==> src/rtl/skip_pkg.sv <==
package skip_pkg;

  typedef struct packed {
    logic       ctrl;
    logic [7:0] data;
  } sym_t;

  typedef enum logic {
    PH_RUN  = 1'b0,
    PH_TAIL = 1'b1
  } phase_e;

  localparam sym_t SYM_SKIP = '{ctrl: 1'b1, data: 8'h3C};
  localparam sym_t SYM_IDLE = '{ctrl: 1'b1, data: 8'hBC};

endpackage

==> src/rtl/skip_cadence.sv <==
// Slot counter: INTERVAL ordinary slots, then two skip slots, repeat.
module skip_cadence
  import skip_pkg::*;
#(
  parameter int unsigned INTERVAL = 1024
) (
  input  logic clk,
  input  logic rst_n,
  output logic skip_slot
);

  localparam int unsigned CW = $clog2(INTERVAL + 1);
  localparam logic [CW-1:0] LIMIT = CW'(INTERVAL);

  logic [CW-1:0] cnt_q, cnt_d;
  phase_e        phase_q, phase_d;
  logic          cnt_en;

  always_comb begin
    phase_d   = phase_q;
    cnt_d     = cnt_q;
    cnt_en    = 1'b1;
    skip_slot = 1'b0;
    if (phase_q == PH_TAIL) begin
      skip_slot = 1'b1;
      phase_d   = PH_RUN;
      cnt_d     = '0;
    end else if (cnt_q == LIMIT) begin
      skip_slot = 1'b1;
      phase_d   = PH_TAIL;
      cnt_en    = 1'b0;
    end else begin
      cnt_d = cnt_q + CW'(1);
    end
  end

  always_ff @(posedge clk or negedge rst_n) begin
    if (!rst_n) begin
      phase_q <= PH_RUN;
      cnt_q   <= '0;
    end else begin
      phase_q <= phase_d;
      if (cnt_en || phase_q == PH_TAIL) cnt_q <= cnt_d;
    end
  end

endmodule

==> src/rtl/skip_sym_sel.sv <==
// Chooses the symbol for the current slot.
module skip_sym_sel
  import skip_pkg::*;
(
  input  logic skip_slot,
  input  logic in_valid,
  input  sym_t in_sym,
  output sym_t next_sym
);

  always_comb begin
    if (skip_slot)     next_sym = SYM_SKIP;
    else if (in_valid) next_sym = in_sym;
    else               next_sym = SYM_IDLE;
  end

endmodule

==> src/rtl/skip_inserter.sv <==
module skip_inserter
  import skip_pkg::*;
#(
  parameter int unsigned INTERVAL = 1024
) (
  input  logic       clk,
  input  logic       rst_n,
  input  logic       in_valid,
  input  logic [7:0] in_data,
  input  logic       in_ctrl,
  output logic       in_ready,
  output logic [7:0] out_data,
  output logic       out_ctrl
);

  logic skip_slot;
  sym_t in_sym, next_sym, out_q;

  skip_cadence #(.INTERVAL(INTERVAL)) u_cadence (
    .clk      (clk),
    .rst_n    (rst_n),
    .skip_slot(skip_slot)
  );

  assign in_sym = '{ctrl: in_ctrl, data: in_data};

  skip_sym_sel u_sel (
    .skip_slot(skip_slot),
    .in_valid (in_valid),
    .in_sym   (in_sym),
    .next_sym (next_sym)
  );

  // Line never stalls: output register loads on every clock.
  always_ff @(posedge clk or negedge rst_n) begin
    if (!rst_n) out_q <= SYM_IDLE;
    else        out_q <= next_sym;
  end

  assign in_ready = !skip_slot;
  assign out_data = out_q.data;
  assign out_ctrl = out_q.ctrl;

endmodule

==> config.mk <==
export PLATFORM = sky130hd
export DESIGN_NAME = skip_inserter
export DESIGN_NICKNAME = d
export VERILOG_FILES = /design/src/rtl/skip_pkg.sv /design/src/rtl/skip_cadence.sv /design/src/rtl/skip_sym_sel.sv /design/src/rtl/skip_inserter.sv
export SDC_FILE = /design/constraint.sdc
export NUM_CORES = 1
export LEC_CHECK = 0
export BUFFER_PORTS_ARGS = -buffer_cell sky130_fd_sc_hd__buf_2
export CAP_MARGIN = 20
export CELL_PAD_IN_SITES_DETAIL_PLACEMENT = 1
export CELL_PAD_IN_SITES_GLOBAL_PLACEMENT = 1
export CORE_UTILIZATION = 25
export DETAILED_ROUTE_END_ITERATION = 10
export PLACE_DENSITY_LB_ADDON = 0.1
export SETUP_SLACK_MARGIN = 0.2
export SLEW_MARGIN = 10
export SYNTH_ARGS = -nofsm -noshare
export SYNTH_HDL_FRONTEND = slang
export SYNTH_SLANG_ARGS = --single-unit
export TNS_END_PERCENT = 100
==> constraint.sdc <==
create_clock -name clk -period 2.1 [get_ports clk]
set_input_delay 0.315 -clock clk [delete_from_list [all_inputs] [get_ports clk]]
set_output_delay 0.315 -clock clk [all_outputs]
set_load 0.1 [all_outputs]
## Word-level counts from Yosys, hierarchy flattened

Cells that the tools add are included.
W data, S select, Z words.

- Add/subtract/negate cells: 1
- Equal/unequal tests: 2
- Multiplexer cells: 9
- Reductions and logical operators: 3

Operators by type and width:

| cell | number |
|---|---|
| $mux W11 | 2 |
| $mux W9 | 2 |
| $add A11 B1 Y11 const B | 1 |
| $eq A11 B11 Y1 const B | 1 |
| $mux W1 | 5 |
| $ne A2 B1 Y1 const B | 1 |
| $reduce_and A2 Y1 | 1 |
| $logic_not A1 Y1 | 1 |
| $logic_or A1 B1 Y1 | 1 |

- Flip-flop bits (word level): 21
- Output and inout bits: 10

## Longest topological paths before layout

- Depth after elaboration: 5
- Mapped depth: 6
- Gate-level depth less buffers: 5

## By module

Synthesis repeated with hierarchy kept, for this count alone.

- Cells, all modules: 85
- Area, all modules: 943.4 µm²

By module, submodules not included:

| module | times used | cells an instance | area an instance (µm²) |
|---|---|---|---|
| skip_cadence | 1 | 64 | 634.4 |
| skip_inserter | 1 | 10 | 236.5 |
| skip_sym_sel | 1 | 11 | 72.6 |

## Worst setup path after synthesis

No wires, ideal clock.

- Kind: register to output
- Start: register u_cadence.cnt_q[0]
- End: output in_ready
- Arrival: 2.352 ns
- Required time: 1.785 ns
- Slack: -0.567 ns
- Stages on the path, launching flop included: 7
- Path through: dfrtp_1 inv_1 ha_1 nor4b_2 and3_1 buf_6 nor2_1

- Longest elaborated chain between the ends: 4

RTL lines:

| element | RTL line | RTL |
|---|---|---|
| from (decl) | skip_cadence.sv:15 | `logic [CW-1:0] cnt_q, cnt_d;` |
| from (signal assigned) | skip_cadence.sv:43 | `if (cnt_en \|\| phase_q == PH_TAIL) cnt_q <= cnt_d;` |
| $eq A11 B11 Y1 | skip_cadence.sv:28 | `end else if (cnt_q == LIMIT) begin` |
| $mux W1 | skip_cadence.sv:28 |  |
| $mux W1 | skip_cadence.sv:24 | `if (phase_q == PH_TAIL) begin` |
| $logic_not A1 Y1 | skip_inserter.sv:40 | `assign in_ready = !skip_slot;` |
| to (decl) | skip_inserter.sv:11 | `output logic in_ready,` |

No other way between the ends.

## Final worst setup path

- Start: register u_cadence.cnt_q[1]
- End: output in_ready

Same word-level chain as after synthesis.

==> results.cfg <==
[yosys]
yosysWarnings = 0
yosysTopAreaCell = dfrtp_1
yosysMostFrequentCell = dfrtp_1
ys_top_cells_by_count = dfrtp_1 (15), nand2b_1 (8), dfstp_2 (6), nor2_1 (6)
synth-async-reset-ratio = 1.00
syn_area_um2 = 975
yosys.cell_types.count = 31
yosysSeqAreaShare = 0.547
synth_ff_type = dfrtp_1
synth_edf_count = 0
avgSynthCellArea_um2 = 11.0
syn_inst = 89
syn_nets = 103
synth_top_area_frac = 0.385
ys_seq_elements = 21
synth_area_leaders = dfrtp_1 (39%), dfstp_2 (16%), nand2b_1 (5.1%)

[sta]
setup_tns_ps = 0
hold_viol_final = 0
setup_slack_ps = 216
relSlewSlack = 0.537
slew_violations = 0
fin_crit_sh = 0.897
rsz0062_at_grt = yes
setup_viol = 0
fin_skew_ps = 1.87
worst_pin_slew_ps = 694
max_freq_mhz = 531
period_minus_slack_ps = 1880

[critical_path]
cp-start-kind = flip-flop
slowest_delay_ps = 410
cp_slowest_cell = dfrtp_1
cp.arrival_ps = 1570
worstPathRequired_ps = 1780
rr_startpoint = u_cadence.cnt_q[1]
critPathCaptureType = output port
reg2reg_slack_ps = 370
timing.rr.end = u_cadence.cnt_q[0]
crit_chain = inv_2, ha_4, nor4b_4, and3_4, nor2_4, buf_12
reg2reg_depth = 7
critPathMaxFanout = 2
path_class = flip-flop to output port

[run]
maxCapViolCount = 0

[finish]
final_util = 0.356
antenna_cells = 0
nNetsFinal = 137
area_growth_syn_to_layout_pct = 34.8
drive_above_1_share = 0.443
num-fill-cells = 428
design_area_um2 = 1310
seqCellArea_um2 = 533
multi_input_area_um2 = 453

[pwr]
power_leakage_nw = 0.590
max-vdd-ir-drop_mv = 0.318
p_total_w = 0.000798
p_switching_w = 0.000230
seqPwrFrac = 0.526
p_clk_frac = 0.344
p_sw_frac = 0.288
power_density_nw_per_um2 = 607
internal_power_w = 0.000568
combPwrFrac = 0.130

[global_route]
grt_pass1_vias = 795
grt_usage = 0.131
grt_max_degree = 22
grt_first_pass_wirelength_um = 4010
antenna_found_initial = 0
grt_overflow_total = 0

[floorplanning]
initial_core_util = 0.264
core.rowCount = 22
die-area_um2 = 4150
io_pins = 22
coreArea_um2 = 3690
die_w_um = 64.4
die_h_um = 64.4

[clock_tree]
clk_latency_ps = 260
clk_pin_slew_ps = 80
ctsHoldBuffers = 0
cts_buffers = 3
cts-root-buf = clkbuf_8
cts.htree.levels = 1
clock_path_buffers = 2
tritoncts = yes
cts.sinks = 21

[detailed_routing]
drt-total-wl_um = 2500
antenna_left = 0
initialDrtViolationCount = 17
viasPerCell = 4.71
post_drt_wl_per_cell_um = 14.7
num_vias = 800
remaining_drc_errors = 0
dr.pass1.iters = 2

[place]
gp_congestion = 0.717
placed_area_um2 = 1170
post-dp-hpwl_um = 1640
dp_slack_ps = 215
io_buffer_count = 21

[status]
status = complete, no violations

[worst_hold_path]
hold_class = primary input to asynchronous set/reset pin
-- kinds of logic after synthesis --
| logic type | Yosys count | share of synthesized area |
|---|---|---|
| AND/OR/NAND/NOR | 40 | 0.246 |
| flip-flops | 21 | 0.547 |
| AO/OA/AOI/OAI | 14 | 0.0988 |
| buffers and inverters | 8 | 0.0385 |
| XOR/XNOR | 2 | 0.0180 |
| multiplexers | 2 | 0.0257 |
| adder cells (fa/ha/maj) | 2 | 0.0257 |
-- registers in the layout, summed over array words and instances (netlist names) --
name and flops:
u_cadence.phase_q 1, out_ctrl 1, u_cadence.cnt_q 11, out_data 8
-- metrics by stage --
| step | hold WS [ps] | std cells |
|---|---|---|
| floorplan | 19.4 | 89 |
| global placement | 309 | 158 |
| detailed placement | 303 | 158 |
| CTS | 9.74 | 165 |
| global route | 25.3 | 170 |
| finish | 0.0831 | 170 |
-- critical path: cells and delay by family, from the launching register on --
family	cells	cell delay [ps]
adder cells (fa/ha/maj)	1	130
buffers and inverters	2	280
flip-flops	1	410
AND/OR/NAND/NOR	3	490
-- layout make-up --
type	instances	share of cell area
Inverter	5	0.0143
Timing Repair Buffer	32	0.154
Sequential cell	21	0.406
Clock inverter	1	0.00381
Multi-Input combinational cell	60	0.345
Clock buffer	3	0.0314
Tap cell	48	0.0457
-- worst max-delay path by stage --
stage | startpoint | endpoint | slack [ps]
after global routing | u_cadence.cnt_q[1] | in_ready | 150
after detailed placement | u_cadence.cnt_q[0] | in_ready | 220
after CTS | u_cadence.cnt_q[8] | in_ready | 200
final | u_cadence.cnt_q[1] | in_ready | 220
after floorplan | u_cadence.cnt_q[0] | in_ready | 220
after global placement | u_cadence.cnt_q[0] | in_ready | 270
-- power groups by stage --
stage          combinational (W)  sequential (W)  clock (W)
6_report                0.000104        0.000419   0.000274
5_1_grt                 0.000109        0.000421   0.000310
4_1_cts                 0.000106        0.000420   0.000286
3_5_place_dp            0.000106        0.000428          0
3_3_place_gp            0.000106        0.000426          0
2_1_floorplan         0.00000912        0.000496          0
-- routing by layer --
| layer | vias to the layer above | share of wire | global-route usage |
|---|---|---|---|
| li1 | 375 | - | - |
| met1 | 403 | 0.43 | 0.157 |
| met2 | 16 | 0.51 | 0.212 |
| met3 | 6 | 0.034 | 0.0299 |
| met4 | 0 | 0.027 | 0.0778 |
| met5 | - | 0 | 0 |
-- layout by cell type, fill, tap and decap left out, types with 2 or more instances in the layout --
cell type,instances
or4_1,3
inv_2,2
o21ai_0,3
or3_1,3
buf_4,11
nand2_1,4
dfrtp_1,15
inv_1,3
a21oi_1,5
nor2_1,5
and2_1,2
nor3_1,3
dfstp_2,6
buf_2,20
xor2_1,2
nor2b_1,2
o31ai_1,3
nand3_1,3
clkbuf_8,3
nand2b_1,8
-- repair_timing --
item / 4_1_cts / 5_1_grt
endpoints found under the setup margin: 1 / 1
pin swaps: 0 / 2
resized for setup: 5 / 4
setup buffers: 3 / 5
Power figures use the tool's default switching activity.
